$ cat config.mk
export PLATFORM = sky130hd
export DESIGN_NAME = lpt_host_ctrl
export DESIGN_NICKNAME = d
export VERILOG_FILES = /design/src/rtl/lpt_pkg.sv /design/src/rtl/lpt_sync.sv /design/src/rtl/lpt_pulse.sv /design/src/rtl/lpt_xfer.sv /design/src/rtl/lpt_host_ctrl.sv
export SDC_FILE = /design/constraint.sdc
export NUM_CORES = 1
export LEC_CHECK = 0
export ABC_AREA = 1
export BUFFER_PORTS_ARGS = -buffer_cell sky130_fd_sc_hd__buf_2
export CAP_MARGIN = 30
export CORE_AREA = 2 2 88 90
export CTS_BUF_LIST = sky130_fd_sc_hd__clkbuf_4 sky130_fd_sc_hd__clkbuf_8
export DETAILED_ROUTE_END_ITERATION = 16
export DIE_AREA = 0 0 90 92
export HOLD_SLACK_MARGIN = 0.1
export PLACE_DENSITY = 0.69
export SETUP_SLACK_MARGIN = 0.1
export SLEW_MARGIN = 20
export SYNTH_ARGS = -nofsm -noshare
export SYNTH_HDL_FRONTEND = slang
export SYNTH_SLANG_ARGS = --single-unit
$ cat constraint.sdc
create_clock -name clk -period 2.9 [get_ports clk]
set_input_delay 0.29 -clock clk [delete_from_list [all_inputs] [get_ports clk]]
set_output_delay 0.29 -clock clk [all_outputs]
set_load 0.02 [all_outputs]
$ cat src/rtl/lpt_pkg.sv
package lpt_pkg;
  typedef enum logic [2:0] {
    X_IDLE,
    X_WAITRDY,
    X_SETUP,
    X_STROBE,
    X_HOLD,
    X_WAITACK
  } xfer_st_e;

  localparam logic [1:0] A_DATA = 2'd0;
  localparam logic [1:0] A_CTRL = 2'd1;
  localparam logic [1:0] A_STAT = 2'd2;
  localparam logic [1:0] A_TLIM = 2'd3;

  localparam int S_BUSY   = 0;
  localparam int S_NOPAP  = 1;
  localparam int S_ONLINE = 2;
  localparam int S_FAULT  = 3;
  localparam int S_DONE   = 4;
  localparam int S_TOUT   = 5;
  localparam int S_OVR    = 6;
  localparam int S_ACTIVE = 7;

  localparam int C_FEED  = 0;
  localparam int C_CHOOSE = 1;
  localparam int C_RESET = 2;
endpackage

$ cat src/rtl/lpt_sync.sv
module lpt_sync #(
  parameter int W = 1,
  parameter logic [W-1:0] RST_VAL = '0
) (
  input  logic         clk,
  input  logic         rst_n,
  input  logic [W-1:0] d,
  output logic [W-1:0] q
);
  logic [W-1:0] meta_q;
  logic [W-1:0] sync_q;

  always_ff @(posedge clk or negedge rst_n) begin
    if (!rst_n) begin
      meta_q <= RST_VAL;
      sync_q <= RST_VAL;
    end else begin
      meta_q <= d;
      sync_q <= meta_q;
    end
  end

  assign q = sync_q;
endmodule

$ cat src/rtl/lpt_pulse.sv
module lpt_pulse #(
  parameter int CYC = 501
) (
  input  logic clk,
  input  logic rst_n,
  input  logic start,
  output logic active
);
  localparam int CW = $clog2(CYC + 1);

  logic [CW-1:0] cnt_q;
  logic [CW-1:0] cnt_d;
  logic          cnt_en;

  always_comb begin
    cnt_en = 1'b0;
    cnt_d  = cnt_q;
    if (cnt_q != '0) begin
      cnt_en = 1'b1;
      cnt_d  = cnt_q - 1'b1;
    end else if (start) begin
      cnt_en = 1'b1;
      cnt_d  = CW'(CYC);
    end
  end

  always_ff @(posedge clk or negedge rst_n) begin
    if (!rst_n)      cnt_q <= '0;
    else if (cnt_en) cnt_q <= cnt_d;
  end

  assign active = (cnt_q != '0);
endmodule

$ cat src/rtl/lpt_xfer.sv
module lpt_xfer
  import lpt_pkg::*;
#(
  parameter int STB_CYC   = 5,
  parameter int TLIM_W    = 8,
  parameter int TICK_LOG2 = 4
) (
  input  logic              clk,
  input  logic              rst_n,
  input  logic              go,
  input  logic              hold_off,
  input  logic              busy_s,
  input  logic              ack_fall,
  input  logic [TLIM_W-1:0] tlim,
  output logic              stb_n,
  output logic              active,
  output logic              done_p,
  output logic              tout_p
);
  localparam int SW = $clog2(STB_CYC + 1);
  localparam int TW = TLIM_W + TICK_LOG2 + 1;

  xfer_st_e      st_q, st_d;
  logic [SW-1:0] scnt_q, scnt_d;
  logic [TW-1:0] tcnt_q, tcnt_d;
  logic [TW-1:0] tlimit;
  logic          to_hit;

  assign tlimit = {1'b0, tlim, {TICK_LOG2{1'b0}}};
  assign to_hit = (tlim != '0) && (tcnt_q >= tlimit);

  always_comb begin
    st_d   = st_q;
    scnt_d = scnt_q;
    tcnt_d = tcnt_q;
    done_p = 1'b0;
    tout_p = 1'b0;
    if (st_q != X_IDLE && tcnt_q != '1) tcnt_d = tcnt_q + 1'b1;
    unique case (st_q)
      X_IDLE: begin
        if (go) begin
          st_d   = X_WAITRDY;
          tcnt_d = '0;
        end
      end
      X_WAITRDY: begin
        if (!busy_s && !hold_off) begin
          st_d = X_SETUP;
        end else if (to_hit) begin
          st_d   = X_IDLE;
          tout_p = 1'b1;
        end
      end
      X_SETUP: begin
        st_d   = X_STROBE;
        scnt_d = SW'(STB_CYC - 1);
      end
      X_STROBE: begin
        if (scnt_q == '0) st_d = X_HOLD;
        else              scnt_d = scnt_q - 1'b1;
      end
      X_HOLD: st_d = X_WAITACK;
      X_WAITACK: begin
        if (ack_fall) begin
          st_d   = X_IDLE;
          done_p = 1'b1;
        end else if (to_hit) begin
          st_d   = X_IDLE;
          tout_p = 1'b1;
        end
      end
      default: st_d = X_IDLE;
    endcase
  end

  always_ff @(posedge clk or negedge rst_n) begin
    if (!rst_n) begin
      st_q   <= X_IDLE;
      scnt_q <= '0;
      tcnt_q <= '0;
    end else begin
      st_q   <= st_d;
      scnt_q <= scnt_d;
      tcnt_q <= tcnt_d;
    end
  end

  assign stb_n  = (st_q != X_STROBE);
  assign active = (st_q != X_IDLE);
endmodule

$ cat src/rtl/lpt_host_ctrl.sv
module lpt_host_ctrl
  import lpt_pkg::*;
#(
  parameter int CLK_KHZ   = 100000,
  parameter int STB_NS    = 500,
  parameter int INIT_US   = 50,
  parameter int TICK_LOG2 = 4,
  parameter int DW        = 8
) (
  input  logic          clk,
  input  logic          rst_n,
  input  logic [1:0]    reg_addr,
  input  logic          reg_wr,
  input  logic [DW-1:0] reg_wdata,
  output logic [DW-1:0] reg_rdata,
  output logic [DW-1:0] pr_data,
  output logic          pr_stb_n,
  output logic          pr_feed_n,
  output logic          pr_reset_n,
  output logic          pr_choose_n,
  input  logic          pr_busy,
  input  logic          pr_ack_n,
  input  logic          pr_nopaper,
  input  logic          pr_online,
  input  logic          pr_fault_n
);
  localparam int STB_CYC  = (CLK_KHZ * STB_NS + 999_999) / 1_000_000;
  localparam int INIT_CYC = (CLK_KHZ * INIT_US) / 1000 + 1;
  localparam int NIN      = 5;

  // reset: asserted asynchronously, released on a clock edge
  logic [1:0] rst_sh_q;
  logic       rst_int_n;

  always_ff @(posedge clk or negedge rst_n) begin
    if (!rst_n) rst_sh_q <= 2'b00;
    else        rst_sh_q <= {rst_sh_q[0], 1'b1};
  end
  assign rst_int_n = rst_sh_q[1];

  // input synchronizers: {fault_n, online, nopaper, ack_n, busy}
  logic [NIN-1:0] in_raw, in_s;
  logic busy_s, ack_s, nopap_s, online_s, fault_s_n;

  assign in_raw = {pr_fault_n, pr_online, pr_nopaper, pr_ack_n, pr_busy};

  lpt_sync #(.W(NIN), .RST_VAL(5'b10010)) u_sync (
    .clk(clk), .rst_n(rst_int_n), .d(in_raw), .q(in_s)
  );

  assign busy_s    = in_s[0];
  assign ack_s     = in_s[1];
  assign nopap_s   = in_s[2];
  assign online_s  = in_s[3];
  assign fault_s_n = in_s[4];

  logic ack_prev_q, ack_fall;
  always_ff @(posedge clk or negedge rst_int_n) begin
    if (!rst_int_n) ack_prev_q <= 1'b1;
    else            ack_prev_q <= ack_s;
  end
  assign ack_fall = ack_prev_q & ~ack_s;

  // register decode
  logic wr_data, wr_ctrl, wr_stat, wr_tlim;
  assign wr_data = reg_wr && (reg_addr == A_DATA);
  assign wr_ctrl = reg_wr && (reg_addr == A_CTRL);
  assign wr_stat = reg_wr && (reg_addr == A_STAT);
  assign wr_tlim = reg_wr && (reg_addr == A_TLIM);

  logic          xfer_active, done_p, tout_p, init_act, go;
  logic [DW-1:0] data_q;
  logic          feed_q, choose_q;
  logic [DW-1:0] tlim_q;
  logic          done_q, tout_q, ovr_q;
  logic          done_d, tout_d, ovr_d;

  assign go = wr_data && !xfer_active;

  always_ff @(posedge clk or negedge rst_int_n) begin
    if (!rst_int_n) data_q <= '0;
    else if (go)    data_q <= reg_wdata;
  end

  always_ff @(posedge clk or negedge rst_int_n) begin
    if (!rst_int_n) begin
      feed_q   <= 1'b0;
      choose_q <= 1'b0;
    end else if (wr_ctrl) begin
      feed_q   <= reg_wdata[C_FEED];
      choose_q <= reg_wdata[C_CHOOSE];
    end
  end

  always_ff @(posedge clk or negedge rst_int_n) begin
    if (!rst_int_n)   tlim_q <= '0;
    else if (wr_tlim) tlim_q <= reg_wdata;
  end

  // sticky flags: set wins over write-one-to-clear
  always_comb begin
    done_d = done_q;
    tout_d = tout_q;
    ovr_d  = ovr_q;
    if (wr_stat) begin
      if (reg_wdata[S_DONE]) done_d = 1'b0;
      if (reg_wdata[S_TOUT]) tout_d = 1'b0;
      if (reg_wdata[S_OVR])  ovr_d  = 1'b0;
    end
    if (done_p)                     done_d = 1'b1;
    if (tout_p)                     tout_d = 1'b1;
    if (wr_data && xfer_active)     ovr_d  = 1'b1;
  end

  always_ff @(posedge clk or negedge rst_int_n) begin
    if (!rst_int_n) begin
      done_q <= 1'b0;
      tout_q <= 1'b0;
      ovr_q  <= 1'b0;
    end else begin
      done_q <= done_d;
      tout_q <= tout_d;
      ovr_q  <= ovr_d;
    end
  end

  lpt_xfer #(.STB_CYC(STB_CYC), .TLIM_W(DW), .TICK_LOG2(TICK_LOG2)) u_xfer (
    .clk(clk), .rst_n(rst_int_n), .go(go), .hold_off(init_act),
    .busy_s(busy_s), .ack_fall(ack_fall), .tlim(tlim_q),
    .stb_n(pr_stb_n), .active(xfer_active), .done_p(done_p), .tout_p(tout_p)
  );

  lpt_pulse #(.CYC(INIT_CYC)) u_init (
    .clk(clk), .rst_n(rst_int_n),
    .start(wr_ctrl && reg_wdata[C_RESET]), .active(init_act)
  );

  logic [7:0] stat_v;
  always_comb begin
    stat_v           = '0;
    stat_v[S_BUSY]   = busy_s;
    stat_v[S_NOPAP]  = nopap_s;
    stat_v[S_ONLINE] = online_s;
    stat_v[S_FAULT]  = ~fault_s_n;
    stat_v[S_DONE]   = done_q;
    stat_v[S_TOUT]   = tout_q;
    stat_v[S_OVR]    = ovr_q;
    stat_v[S_ACTIVE] = xfer_active;
  end

  always_comb begin
    unique case (reg_addr)
      A_DATA:  reg_rdata = data_q;
      A_CTRL:  reg_rdata = DW'({init_act, choose_q, feed_q});
      A_STAT:  reg_rdata = DW'(stat_v);
      default: reg_rdata = tlim_q;
    endcase
  end

  assign pr_data     = data_q;
  assign pr_feed_n   = ~feed_q;
  assign pr_choose_n = ~choose_q;
  assign pr_reset_n  = ~init_act;

  // ---------------- assertions ----------------
  localparam int SCW = $clog2(STB_CYC + 2);
  localparam int ICW = $clog2(INIT_CYC + 2);
  logic [SCW-1:0] chk_stb_len;
  logic [ICW-1:0] chk_init_len;

  always_ff @(posedge clk or negedge rst_int_n) begin
    if (!rst_int_n) begin
      chk_stb_len  <= '0;
      chk_init_len <= '0;
    end else begin
      chk_stb_len  <= pr_stb_n   ? '0 : chk_stb_len + 1'b1;
      chk_init_len <= pr_reset_n ? '0 : chk_init_len + 1'b1;
    end
  end

  a_r2_data_steady: assert property (@(posedge clk) disable iff (!rst_int_n)
    !pr_stb_n |-> $stable(pr_data));
  a_r2_data_hold: assert property (@(posedge clk) disable iff (!rst_int_n)
    $rose(pr_stb_n) |=> $stable(pr_data));
  a_r3_strobe_width: assert property (@(posedge clk) disable iff (!rst_int_n)
    $rose(pr_stb_n) |-> (chk_stb_len == SCW'(STB_CYC)));
  a_r4_no_strobe_busy: assert property (@(posedge clk) disable iff (!rst_int_n)
    $fell(pr_stb_n) |-> (!$past(busy_s, 2) && !$past(init_act, 2)));
  a_r5_done_from_ack: assert property (@(posedge clk) disable iff (!rst_int_n)
    $rose(done_q) |-> $past(ack_fall));
  a_r6_tout_idle: assert property (@(posedge clk) disable iff (!rst_int_n)
    $rose(tout_q) |-> !xfer_active);
  a_r7_overrun_keeps: assert property (@(posedge clk) disable iff (!rst_int_n)
    (wr_data && xfer_active) |=> ($stable(pr_data) && ovr_q));
  a_r8_init_width: assert property (@(posedge clk) disable iff (!rst_int_n)
    $rose(pr_reset_n) |-> (chk_init_len == ICW'(INIT_CYC)));
endmodule

# Yosys cells after proc, flatten, opt, wreduce, memory -nomap -nowiden
# Index checks and enable logic that the tools add are counted.
[totals]
regBits = 69
out_inout_bits = 20
wordCells = 102
[classes]
n_addsub = 3
magnitude_cmp = 1
n_eq_ne = 13
mux = 31
n_bitwise = 6
n_reduce_logical = 33
[ops]
columns = ["cell", "count"]
rows = [
  ["13-bit 2-to-1 mux", 5],
  ["8-bit case mux with 3 select lines", 1],
  ["3-bit case mux with 6 select lines", 1],
  ["1-bit 2-to-1 mux", 16],
  ["2-bit nonzero test", 8],
  ["3-bit 2-to-1 mux", 5],
  ["13-bit by 1-bit adder with 13-bit output, second input constant", 1],
  ["13-bit by 12-bit >= comparator with 1-bit output", 1],
  ["13-bit inequality test, second input constant", 1],
  ["13-bit nonzero test", 1],
  ["13-bit by 1-bit subtractor with 13-bit output, second input constant", 1],
  ["6-bit case mux with 2 select lines", 1],
  ["2-bit AND reduction", 6],
  ["1-bit logical AND", 10],
  ["8-bit nonzero test", 1],
  ["3-bit by 2-bit == test with 1-bit output, second input constant", 2],
  ["3-bit == test, second input constant", 2],
  ["6-bit zero test", 1],
  ["6-bit 2-to-1 mux", 1],
  ["6-bit by 1-bit subtractor with 6-bit output, second input constant", 1],
  ["1-bit NOT", 5],
  ["2-bit == test, second input constant", 2],
  ["2-bit inequality test, second input constant", 2],
  ["3-bit by 1-bit == test with 1-bit output, second input constant", 1],
  ["other kinds (9)", 11],
]

# Logic depth before layout (Yosys ltp)
# Gate-level depths: netlist (run 1).
[logic_depth]
word_depth = 7
depth_mapped = 15

# Cells and area by module
# A second synthesis (run 1) with hierarchy kept.
[unflattened]
hier_cells = 492
area_unflattened_um2 = 4053.9
[modules_own_cells]
columns = ["module", "n_inst", "cells_per_inst", "area_each_um2", "seq_area_each_um2"]
rows = [
  ["lpt_xfer", 1, 222, 1634.1, 550.5],
  ["lpt_host_ctrl", 1, 149, 1280.0, 601.8],
  ["lpt_pulse", 1, 111, 884.6, 325.3],
  ["lpt_sync", 1, 10, 255.2, 255.2],
]

# Least setup slack after synthesis (run 1)
# OpenSTA, ideal clock, no wires.
[synth_timing]
path_type = "reg2out"
start = "register u_init.cnt_q[0]"
end = "output port reg_rdata[2]"
arrival_ns = 1.508
path_slack_ns = 1.102
path_stages_with_launch = 8
n_path_buf = 0
cell_sequence = "dfrtp_1 > inv_1 > ha_1 > nand2_1 > nor2_1 > nand4_1 > inv_1 > o2111ai_1"
[synth_via]
elab_chain_cells = 2
[synth_rtl]
columns = ["element", "line_no", "rtl"]
rows = [
  ["start, declared", "lpt_pulse.sv:11", "logic [CW-1:0] cnt_q;"],
  ["start signal, assigned", "lpt_pulse.sv:29", "else if (cnt_en) cnt_q <= cnt_d;"],
  ["13-bit nonzero test", "lpt_pulse.sv:32", "assign active = (cnt_q != '0);"],
  ["8-bit case mux with 3 select lines", "lpt_host_ctrl.sv:152", "unique case (reg_addr)"],
  ["end, declared", "lpt_host_ctrl.sv:15", "output logic [DW-1:0] reg_rdata,"],
]
# Every way passes these cells.

# Worst setup path in the final report (run 1)
# Ends and elaborated chain as after synthesis.

==> flow_metrics.py, run 1 <==
metrics = {
    "clock_tree": {
        "cts_max_path_buffers": 2,
        "cts_max_level": 3,
        "cts_repair_resize_count": 0,
        "cts_made_buffers": 9,
        "clk_pin_slew_worst_paths_ns": 0.08,
        "cts_hold_buffers": 6,
        "cts_sinks": 69,
        "worstSkewPairLatency_ns": 0.35,
        "cts_tree": "built",
        "post_cts_buffers": 0,
        "cts-root-buf": "clkbuf_8",
    },
    "drt": {
        "drc": 0,
        "num_vias": 2976,
        "antenna_left": 0,
        "vias_per_cell": 4.985,
        "drt_iter0_drc": 161,
        "wl_per_cell_um": 12.84,
        "drt_pass1_iterations": 4,
        "wl_um": 7668,
    },
    "hold_path": {
        "holdCritStartpoint": "reg_wdata[1]",
        "min_delay_path_depth": 3,
        "holdCritPathClass": "primary input to register",
        "holdPathEnd": "choose_q$_DFFE_PN0P_",
    },
    "floorplanning": {
        "initial_core_util_pct": 47.82,
        "pin_count": 38,
        "rows": 32,
        "core-area_um2": 7447,
        "die_area_um2": 8280,
        "dieHeight_um": 92,
        "die_x_um": 90,
    },
    "pwr": {
        "p_leak_uw": 0.002101,
        "pwr-share-comb_pct": 34.5,
        "pwr-share-clk_pct": 22.6,
        "power.internal_uw": 2160,
        "vdd_drop_max_mv": 0.3591,
        "power.total_uw": 3593,
        "seq_power_share_pct": 42.9,
        "powerDensity_nw_per_um2": 867.4,
        "netSwitchingPower_uw": 1434,
        "power.share.switching_pct": 39.90,
    },
    "timing": {
        "skew_ns": 0.01012,
        "finalCritPeriodShare_pct": 83.41,
        "drv_slew": 0,
        "fin_crit_ns": 2.419,
        "worstMarginPinSlew_ns": 0.6460,
        "fin_ws_ns": 0.4811,
        "fin_tns_setup_ns": 0,
        "slew_headroom_pct": 56.77,
        "max_freq_mhz": 413.4,
        "rsz0062_at_grt": "no",
        "setup-violations-final": 0,
        "finalHoldViolCount": 0,
    },
    "cells_and_area": {
        "areaGrowthSynthToFinish_pct": 16.34,
        "stdcell_area_um2": 4143,
        "final_cell_mix": "nand2_1 (103), inv_1 (64), nor2_1 (64)",
        "diodes": 0,
        "final_common_cell": "nand2_1",
        "final_nets": 521,
        "drive_gt1_share_pct": 15.76,
    },
    "synthesis": {
        "synth_area_um2": 3561,
        "synthArstFlopShare_pct": 100.0,
        "yosys_warnings": 0,
        "syn_inst": 438,
        "synth-seq-cells": 69,
        "ys_types": 38,
        "synth_edf_count": 0,
        "syn_avg_cell_area_um2": 8.130,
        "synth_top_flop_cell": "dfrtp_1",
        "synth_fp_nets": 469,
        "synth_seq_area_share_pct": 48.66,
    },
    "placement": {
        "gp_congestion": 0.8530,
        "portBuffers": 37,
        "dp_hpwl_um": 5573,
        "dp_slack_ns": 0.8839,
        "dpl-instance-area_um2": 3879,
    },
    "setup_path": {
        "r2r_slack_ns": 1.03,
        "crit-reg2reg-launch": "u_init.cnt_q[0]$_DFFE_PN0P_",
        "rr_endpoint": "u_init.cnt_q[3]$_DFFE_PN0P_",
        "cp_max_fo": 7,
        "cp-start-kind": "register",
        "required_ns": 2.61,
        "r2r_cells": 9,
        "arrival_ns": 2.13,
        "setup.worst_path.class": "register to output pin",
        "critPathCaptureType": "output pin",
        "setup.worst_path.start": "u_init.cnt_q[0]$_DFFE_PN0P_",
    },
    "grt": {
        "grt_pass1_vias": 2916,
        "gr-total-overflow": 0,
        "grt.total_usage_pct": 20.66,
        "grt_max_degree": 68,
        "grt_pass1_wl_um": 13600,
        "antenna_found_initial": 0,
    },
    "run": {
        "cap_violations": 0,
    },
    "run_status": {
        "status": "complete, no violations",
    },
}
## Yosys cell counts, types with 3 or more instances
cell	count	area [um2]
nand2_1	103	386.6
nor3_1	8	40.04
dfrtp_1	64	1602
inv_2	3	11.26
nor2_1	64	240.2
dfstp_2	5	131.4
nand3_1	17	85.08
inv_1	64	240.2
a21oi_1	10	50.05
ha_1	13	162.7
a211oi_2	5	62.56
xor2_1	12	105.1
o21ai_0	33	165.2
nand4_1	4	25.02
o211ai_1	3	22.52
## cells by family after synthesis
kind of cell | Yosys count | synth area share, %
xor+xnor | 14 | 3.443
fa+ha+maj | 13 | 4.568
buf+inv | 71 | 7.730
flops | 69 | 48.67
simple gates | 206 | 23.93
compound gates | 64 | 11.56
other cells | 1 | 0.1053
## worst max-delay path by stage
stage / to / slack (ns) / depth (start not counted)
CTS: reg_rdata[2] / 0.48 / 8
global placement: reg_rdata[2] / 0.94 / 8
global route: reg_rdata[2] / 0.30 / 8
detailed placement: reg_rdata[2] / 0.88 / 8
finish: reg_rdata[2] / 0.48 / 8
floorplan: choose_q$_DFFE_PN0P_ / 0.85 / 0
## routing by layer
layer	wire, um	vias up	GRT usage [%]
met5	0	-	0
met4	46	0	6.923
met3	387	8	4.766
met2	3439	92	32.08
met1	3795	1377	28.75
li1	-	1499	-
## cell type report
type                            count  area (um2)
Tap cell                          102       127.6
Multi-Input combinational cell    298        1553
Clock buffer                       11       145.1
Timing Repair Buffer               45       272.8
Sequential cell                    69        1734
Inverter                           67       251.5
Fill cell                         715        3304
Clock inverter                      5       58.81
## stage by stage
stage          instances  utilization, %  hold WS [ns]
2_1_floorplan        438               -     -0.005591
3_3_place_gp         575           52.08       0.07397
3_5_place_dp         575           52.08       0.07655
4_1_cts              597           55.63        0.1522
5_1_grt              597           55.63        0.1886
6_report             597           55.63        0.1666
## state kept, by name (all words and copies together) (netlist names)
register / cells
u_xfer.scnt_q: 6
u_xfer.tcnt_q: 13
u_sync.meta_q: 5
u_sync.q: 5
choose_q: 1
ovr_q: 1
tout_q: 1
pr_data: 8
u_init.cnt_q: 13
u_xfer.st_q: 3
feed_q: 1
ack_prev_q: 1
done_q: 1
tlim_q: 8
rst_sh_q: 2
## power groups by stage
stage	clock, uW	combinational (uW)	sequential [uW]
after floorplan	0	901	1550
after global placement	0	1190	1550
after detailed placement	0	1230	1550
after CTS	832	1250	1540
after global routing	879	1440	1590
final	811	1240	1540
## worst max-delay path: stages (launching register included)
cell and delay [ns]:
dfrtp_1 0.41, inv_1 0.10, ha_1 0.21, nand2_1 0.12
nor2_1 0.18, nand4_1 0.18, inv_1 0.26, o2111ai_1 0.13
buf_2 0.17
Note: power is estimated with default switching activity, not from simulation.
==> run 2, diff against run 1 <==
Settings changed: ABC_AREA 1 to 0, CORE_AREA 2 2 88 90 to 2 2 87 89, DIE_AREA 0 0 90 92 to 0 0 89 91, PLACE_DENSITY 0.69 to 0.72.
Clock period 2.9 ns to 2.13 ns, I/O delays scaled along.
==> flow_metrics.py, run 2 <==
metrics = {
    "synthesis": {
        "synth_area_um2": 3480,
        "syn_inst": 334,
        "synth_top_flop_cell": "dfrtp_1",
        "yosys.cell_count.top_type": "dfrtp_1",
        "synth_edf_count": 0,
        "ys_top_cells_by_count": "dfrtp_1 (64), nand2_1 (34), inv_1 (21)",
        "synthArstFlopShare_pct": 100.0,
        "yosysTopAreaCell": "dfrtp_1",
        "synth.area.top_cells": "dfrtp_1 (46%), mux2_2 (5.5%), ha_1 (4.7%), dfstp_2 (3.8%), nand2_1 (3.7%)",
        "synth_seq_area_share_pct": 49.80,
        "yosys_warnings": 0,
        "synth_fp_nets": 365,
        "synth-seq-cells": 69,
        "ys_types": 51,
        "synth_top_area_share_pct": 46.03,
        "syn_avg_cell_area_um2": 10.42,
    },
    "cells_and_area": {
        "diodes": 0,
        "largestRegisters": "u_init.cnt_q: 13 flops, u_xfer.tcnt_q: 13 flops",
        "areaGrowthSynthToFinish_pct": 25.93,
        "drive_gt1_share_pct": 30.51,
        "final_cell_mix": "dfrtp_1 (57), buf_2 (35), nand2_1 (34)",
        "final_common_cell": "dfrtp_1",
        "final_core_util_pct": 61.40,
        "final_nets": 439,
    },
    "timing": {
        "rsz0062_at_grt": "yes",
        "slew_headroom_pct": 53.34,
        "worstMarginPinSlew_ns": 0.6946,
        "setup-violations-final": 0,
        "fin_crit_ns": 2.127,
        "drv_slew": 0,
        "max_freq_mhz": 470.1,
        "fin_ws_ns": 0.002802,
        "finalHoldViolCount": 0,
        "skew_ns": 0.01402,
        "finalCritPeriodShare_pct": 99.87,
    },
    "setup_path": {
        "r2r_cells": 5,
        "rr_endpoint": "u_init.cnt_q[9]$_DFFE_PN0P_",
        "arrival_ns": 1.91,
        "cp_max_fo": 4,
        "crit-reg2reg-launch": "u_init.cnt_q[4]$_DFFE_PN0P_",
        "required_ns": 1.92,
        "cp-start-kind": "register",
        "cp-endpoint": "reg_rdata[2]",
        "r2r_slack_ns": 0.04,
        "setup.worst_path.start": "u_init.cnt_q[7]$_DFFE_PN0P_",
        "critPathCaptureType": "output pin",
        "setup.worst_path.class": "register to output pin",
    },
    "placement": {
        "dp_slack_ns": 0.1156,
        "portBuffers": 37,
        "dp_hpwl_um": 5188,
        "gp_congestion": 0.8175,
    },
    "floorplanning": {
        "die_x_um": 89,
        "initial_core_util_pct": 48.76,
        "rows": 31,
        "dieHeight_um": 91,
        "die_area_um2": 8099,
        "core-area_um2": 7137,
        "pin_count": 38,
    },
    "run": {
        "cap_violations": 0,
    },
    "clock_tree": {
        "clk_pin_slew_worst_paths_ns": 0.08,
        "cts_sinks": 69,
        "cts_max_path_buffers": 2,
        "cts_made_buffers": 9,
        "worstSkewPairLatency_ns": 0.35,
        "cts-root-buf": "clkbuf_8",
        "cts_max_level": 3,
        "cts_tree": "built",
    },
    "drt": {
        "wl_per_cell_um": 15.43,
        "antenna_left": 0,
        "num_vias": 2817,
        "vias_per_cell": 5.502,
        "drt_iter0_drc": 136,
        "drc": 0,
        "wl_um": 7901,
        "drt_pass1_iterations": 4,
    },
    "grt": {
        "grt.total_usage_pct": 20.70,
        "grt_max_degree": 52,
        "gr-total-overflow": 0,
        "grt_pass1_wl_um": 13130,
        "grt_pass1_vias": 2740,
        "antenna_found_initial": 0,
    },
    "pwr": {
        "p_leak_uw": 0.001973,
        "vdd_drop_max_mv": 0.5924,
        "powerDensity_nw_per_um2": 939.9,
    },
    "hold_path": {
        "holdCritPathClass": "primary input to register",
        "holdCritStartpoint": "reg_wdata[5]",
    },
    "run_status": {
        "status": "complete, no violations",
    },
}
run 2: cell types whose count changed after synthesis, moves of 10 or more:
| cell | previous run | this run |
|---|---|---|
| nand2_1 | 103 | 34 |
| nor2_1 | 64 | 19 |
| inv_1 | 64 | 21 |
| mux2_2 | 0 | 17 |
| o21ai_0 | 33 | 12 |
| mux2i_1 | 0 | 10 |
run 2: per-stage QoR:
stage | instance area (um2) | instances | power (uW) | hold slack, ns | setup TNS (ns)
floorplan | 3483 | 334 | 2545 | -0.08259 | 0
finish | 4382 | 512 | 4118 | 0.1197 | 0
CTS | 4319 | 507 | 4144 | 0.1081 | -0.004490
detailed placement | 3837 | 470 | 2890 | -0.001325 | 0
global placement | 3837 | 470 | 2842 | -0.003084 | 0
global route | 4382 | 512 | 4384 | 0.1176 | -0.1469
run 2: cell type report:
class                   count  area (um2)
repair buffers             74       513.0
inverters                  21       78.83
well taps                  99       123.9
clock inverters             7       102.6
multi-input cells         233        1698
flip-flops and latches     69        1742
clock buffers               9       123.9
fillers                   584        2755
run 2: how the worst min path moves through the flow:
stage | cells past startpoint | to
after floorplan | 0 | rst_sh_q[0]$_DFF_PN0_
after global placement | 1 | rst_sh_q[0]$_DFF_PN0_
after detailed placement | 1 | rst_sh_q[0]$_DFF_PN0_
after CTS | 3 | pr_data[5]$_DFFE_PN0P_
after global routing | 2 | tlim_q[4]$_DFFE_PN0P_
final | 3 | pr_data[5]$_DFFE_PN0P_
run 2: logic make-up (layout without fill, tap and decap cells):
kind of cell / count (synthesis) / count (layout) / share of synthesized area (%)
other cells: 1 / 1 / 0.1078
flops: 69 / 69 / 49.80
compound gates: 55 / 55 / 10.54
xor+xnor: 6 / 6 / 1.511
buf+inv: 32 / 111 / 3.704
mux: 30 / 30 / 10.32
simple gates: 128 / 128 / 19.35
fa+ha+maj: 13 / 13 / 4.675
run 2: worst max-delay path, stage by stage (launching register included):
cell,delay (ns)
dfrtp_2,0.44
nor4_4,0.31
nand4_1,0.19
mux4_2,0.49
buf_6,0.15
run 2: what timing repair did:
action                                  in CTS  in global routing
endpoints found under the hold margin       12                  0
gates resized for setup                     18                  8
buffers inserted                            11                  5
hold buffers                                10                  0
endpoints found under the setup margin       4                  5
gates cloned                                 0                  0
pin swaps                                    4                  3
run 2: routing by layer:
| metal | vias up | global-route usage [%] | wire (um) |
|---|---|---|---|
| met3 | 10 | 3.636 | 225 |
| met1 | 1399 | 28.26 | 3655 |
| met5 | - | 0 | 0 |
| met4 | 0 | 6.716 | 105 |
| met2 | 54 | 33.27 | 3915 |
| li1 | 1354 | - | - |
run 2: power by group:
| group | switching, uW | internal, uW |
|---|---|---|
| Sequential | 260 | 1550 |
| Combinational | 580 | 495 |
| Clock | 552 | 676 |
| Total | 1390 | 2730 |
==> run 3, diff against run 2 <==
--- a/config.mk
+++ b/config.mk
@@ -11,6 +11,8 @@
 export CORE_AREA = 2 2 87 89
 export CTS_BUF_LIST = sky130_fd_sc_hd__clkbuf_4 sky130_fd_sc_hd__clkbuf_8
+export CTS_CLUSTER_DIAMETER = 40
 export DETAILED_ROUTE_END_ITERATION = 16
 export DIE_AREA = 0 0 89 91
+export GPL_TIMING_DRIVEN = 0
 export HOLD_SLACK_MARGIN = 0.1
 export PLACE_DENSITY = 0.72
==> constraint.sdc (replaced) <==
create_clock -name clk -period 2.13 [get_ports clk]
set_input_delay 0.3195 -clock clk [delete_from_list [all_inputs] [get_ports clk]]
set_output_delay 0.3195 -clock clk [all_outputs]
set_load 0.02 [all_outputs]
==> flow_metrics.py, run 3 (same netlist as run 2, synthesis figures left out) <==
metrics = {
    "run_status": {
        "status": "finished with violations",
        "violations": "setup timing",
    },
    "timing": {
        "skew_ns": 0.008366,
        "finalCritPeriodShare_pct": 112.1,
        "slew_headroom_pct": 52.86,
        "drv_slew": 0,
        "fin_tns_setup_ns": -0.6355,
        "finalHoldViolCount": 0,
        "rsz0062_at_grt": "yes",
        "fin_crit_ns": 2.387,
        "max_freq_mhz": 418.9,
        "fin_ws_ns": -0.2572,
        "setup-violations-final": 3,
        "worstMarginPinSlew_ns": 0.7055,
    },
    "setup_path": {
        "r2r_slack_ns": -0.15,
        "arrival_ns": 2.07,
        "rr_endpoint": "u_init.cnt_q[9]$_DFFE_PN0P_",
        "setup.worst_path.class": "register to output pin",
        "required_ns": 1.81,
        "cp_max_fo": 4,
        "r2r_cells": 7,
        "cp-start-kind": "register",
        "critPathCaptureType": "output pin",
        "crit-reg2reg-launch": "u_init.cnt_q[4]$_DFFE_PN0P_",
    },
    "cells_and_area": {
        "drive_gt1_share_pct": 33.25,
        "stdcell_area_um2": 4425,
        "final_common_cell": "dfrtp_1",
        "areaGrowthSynthToFinish_pct": 27.18,
        "largestRegisters": "u_init.cnt_q: 13 flops, u_xfer.tcnt_q: 13 flops",
        "final_nets": 448,
        "final_cell_mix": "dfrtp_1 (59), buf_2 (36), nand2_1 (34)",
        "diodes": 0,
    },
    "placement": {
        "dpl-instance-area_um2": 3815,
        "portBuffers": 37,
        "dp_slack_ns": -0.4083,
        "gp_congestion": 0.8424,
        "dp_hpwl_um": 5231,
    },
    "drt": {
        "highest_layer": "met4",
        "drt_iter0_drc": 147,
        "wl_met1_um": 3612,
        "drt_pass1_iterations": 4,
        "wl_per_cell_um": 15.98,
        "drc": 0,
        "num_vias": 2910,
        "antenna_left": 0,
        "wl_met2_um": 4229,
        "vias_per_cell": 5.596,
        "wl_um": 8308,
        "met3_length_um": 317,
    },
    "run": {
        "cap_violations": 0,
    },
    "clock_tree": {
        "cts_max_path_buffers": 2,
        "cts_max_level": 3,
        "cts_sinks": 69,
        "cts-root-buf": "clkbuf_8",
        "cts_made_buffers": 9,
        "worstSkewPairLatency_ns": 0.35,
        "clk_pin_slew_worst_paths_ns": 0.08,
        "cts_tree": "built",
    },
    "floorplanning": {
        "pin_count": 38,
        "die_x_um": 89,
        "die_area_um2": 8099,
        "dieHeight_um": 91,
        "core-area_um2": 7137,
        "initial_core_util_pct": 48.76,
        "rows": 31,
    },
    "grt": {
        "gr-total-overflow": 0,
        "grt_pass1_vias": 2873,
        "grt_max_degree": 43,
        "antenna_found_initial": 0,
        "grt.total_usage_pct": 21.35,
        "grt_pass1_wl_um": 13440,
    },
    "pwr": {
        "p_leak_uw": 0.001999,
        "vdd_drop_max_mv": 0.5862,
        "power.total_uw": 3929,
        "powerDensity_nw_per_um2": 887.9,
    },
    "hold_path": {
        "holdPathEnd": "pr_data[3]$_DFFE_PN0P_",
        "holdCritStartpoint": "reg_wdata[3]",
        "holdCritPathClass": "primary input to register",
        "min_delay_path_depth": 3,
    },
}
[run 3: changes by cell type in the layout (fill, tap and decap cells not counted), sizes merged]
cell         change
buf              +9
bufinv           -2
dlygate4sd3      -4
clkbuf           +4
clkinvlp         +2
inv              -4
clkinv           +3
[run 3: per-layer routing]
layer	global-route usage [%]	vias to the layer above
met2	35.39	76
met5	0	-
met1	26.97	1441
met4	6.965	0
met3	5.545	16
li1	-	1377
[run 3: how the worst max path moves through the flow]
stage,cells after the start,start,slack (ns),to
final,4,u_init.cnt_q[3]$_DFFE_PN0P_,-0.26,reg_rdata[2]
after global routing,4,u_init.cnt_q[3]$_DFFE_PN0P_,-0.32,reg_rdata[2]
after CTS,5,u_init.cnt_q[3]$_DFFE_PN0P_,-0.17,pr_reset_n
after detailed placement,4,u_init.cnt_q[7]$_DFFE_PN0P_,-0.41,reg_rdata[2]
after global placement,4,u_init.cnt_q[7]$_DFFE_PN0P_,-0.31,reg_rdata[2]
after floorplan,3,u_init.cnt_q[7]$_DFFE_PN0P_,0.11,reg_rdata[2]
[run 3: cell type report]
| type | instances | area [um2] |
|---|---|---|
| timing repair buffer | 75 | 518.0 |
| tap | 99 | 123.9 |
| multi-input combinational | 233 | 1739 |
| sequential | 69 | 1742 |
| clock buffer | 9 | 123.9 |
| fill | 583 | 2711 |
| buffer | 8 | 58.81 |
| inverter | 21 | 78.83 |
| clock inverter | 6 | 41.29 |
[run 3: where the power goes]
part | leakage, uW | internal (uW) | switching, uW | total (uW)
clock | 0.0000771 | 413 | 524 | 936
sequential | 0.000835 | 1560 | 255 | 1810
combinational | 0.00109 | 564 | 619 | 1180
[run 3: timing repair]
item                                    in CTS  in global routing
pin swaps                                    9                  6
resized for setup                           36                 13
setup buffers                               25                  9
endpoints found under the hold margin        7                  0
endpoints found under the setup margin      22                 14
hold buffers                                 6                  0
[run 3: worst max-delay path, cell delays in order (launching register included)]
cell and delay, ns:
dfrtp_2 0.46, nor4_4 0.36, nand4_1 0.22, mux4_2 0.52, buf_6 0.15
[run 3: through the flow]
step	instances	hold WS, ns	util, %
final	520	0.1728	62.01
after global placement	470	0.1041	53.14
after CTS	514	0.1646	61.03
after floorplan	334	0.02391	-
after global routing	520	0.1598	62.01
after detailed placement	471	0.1059	53.45
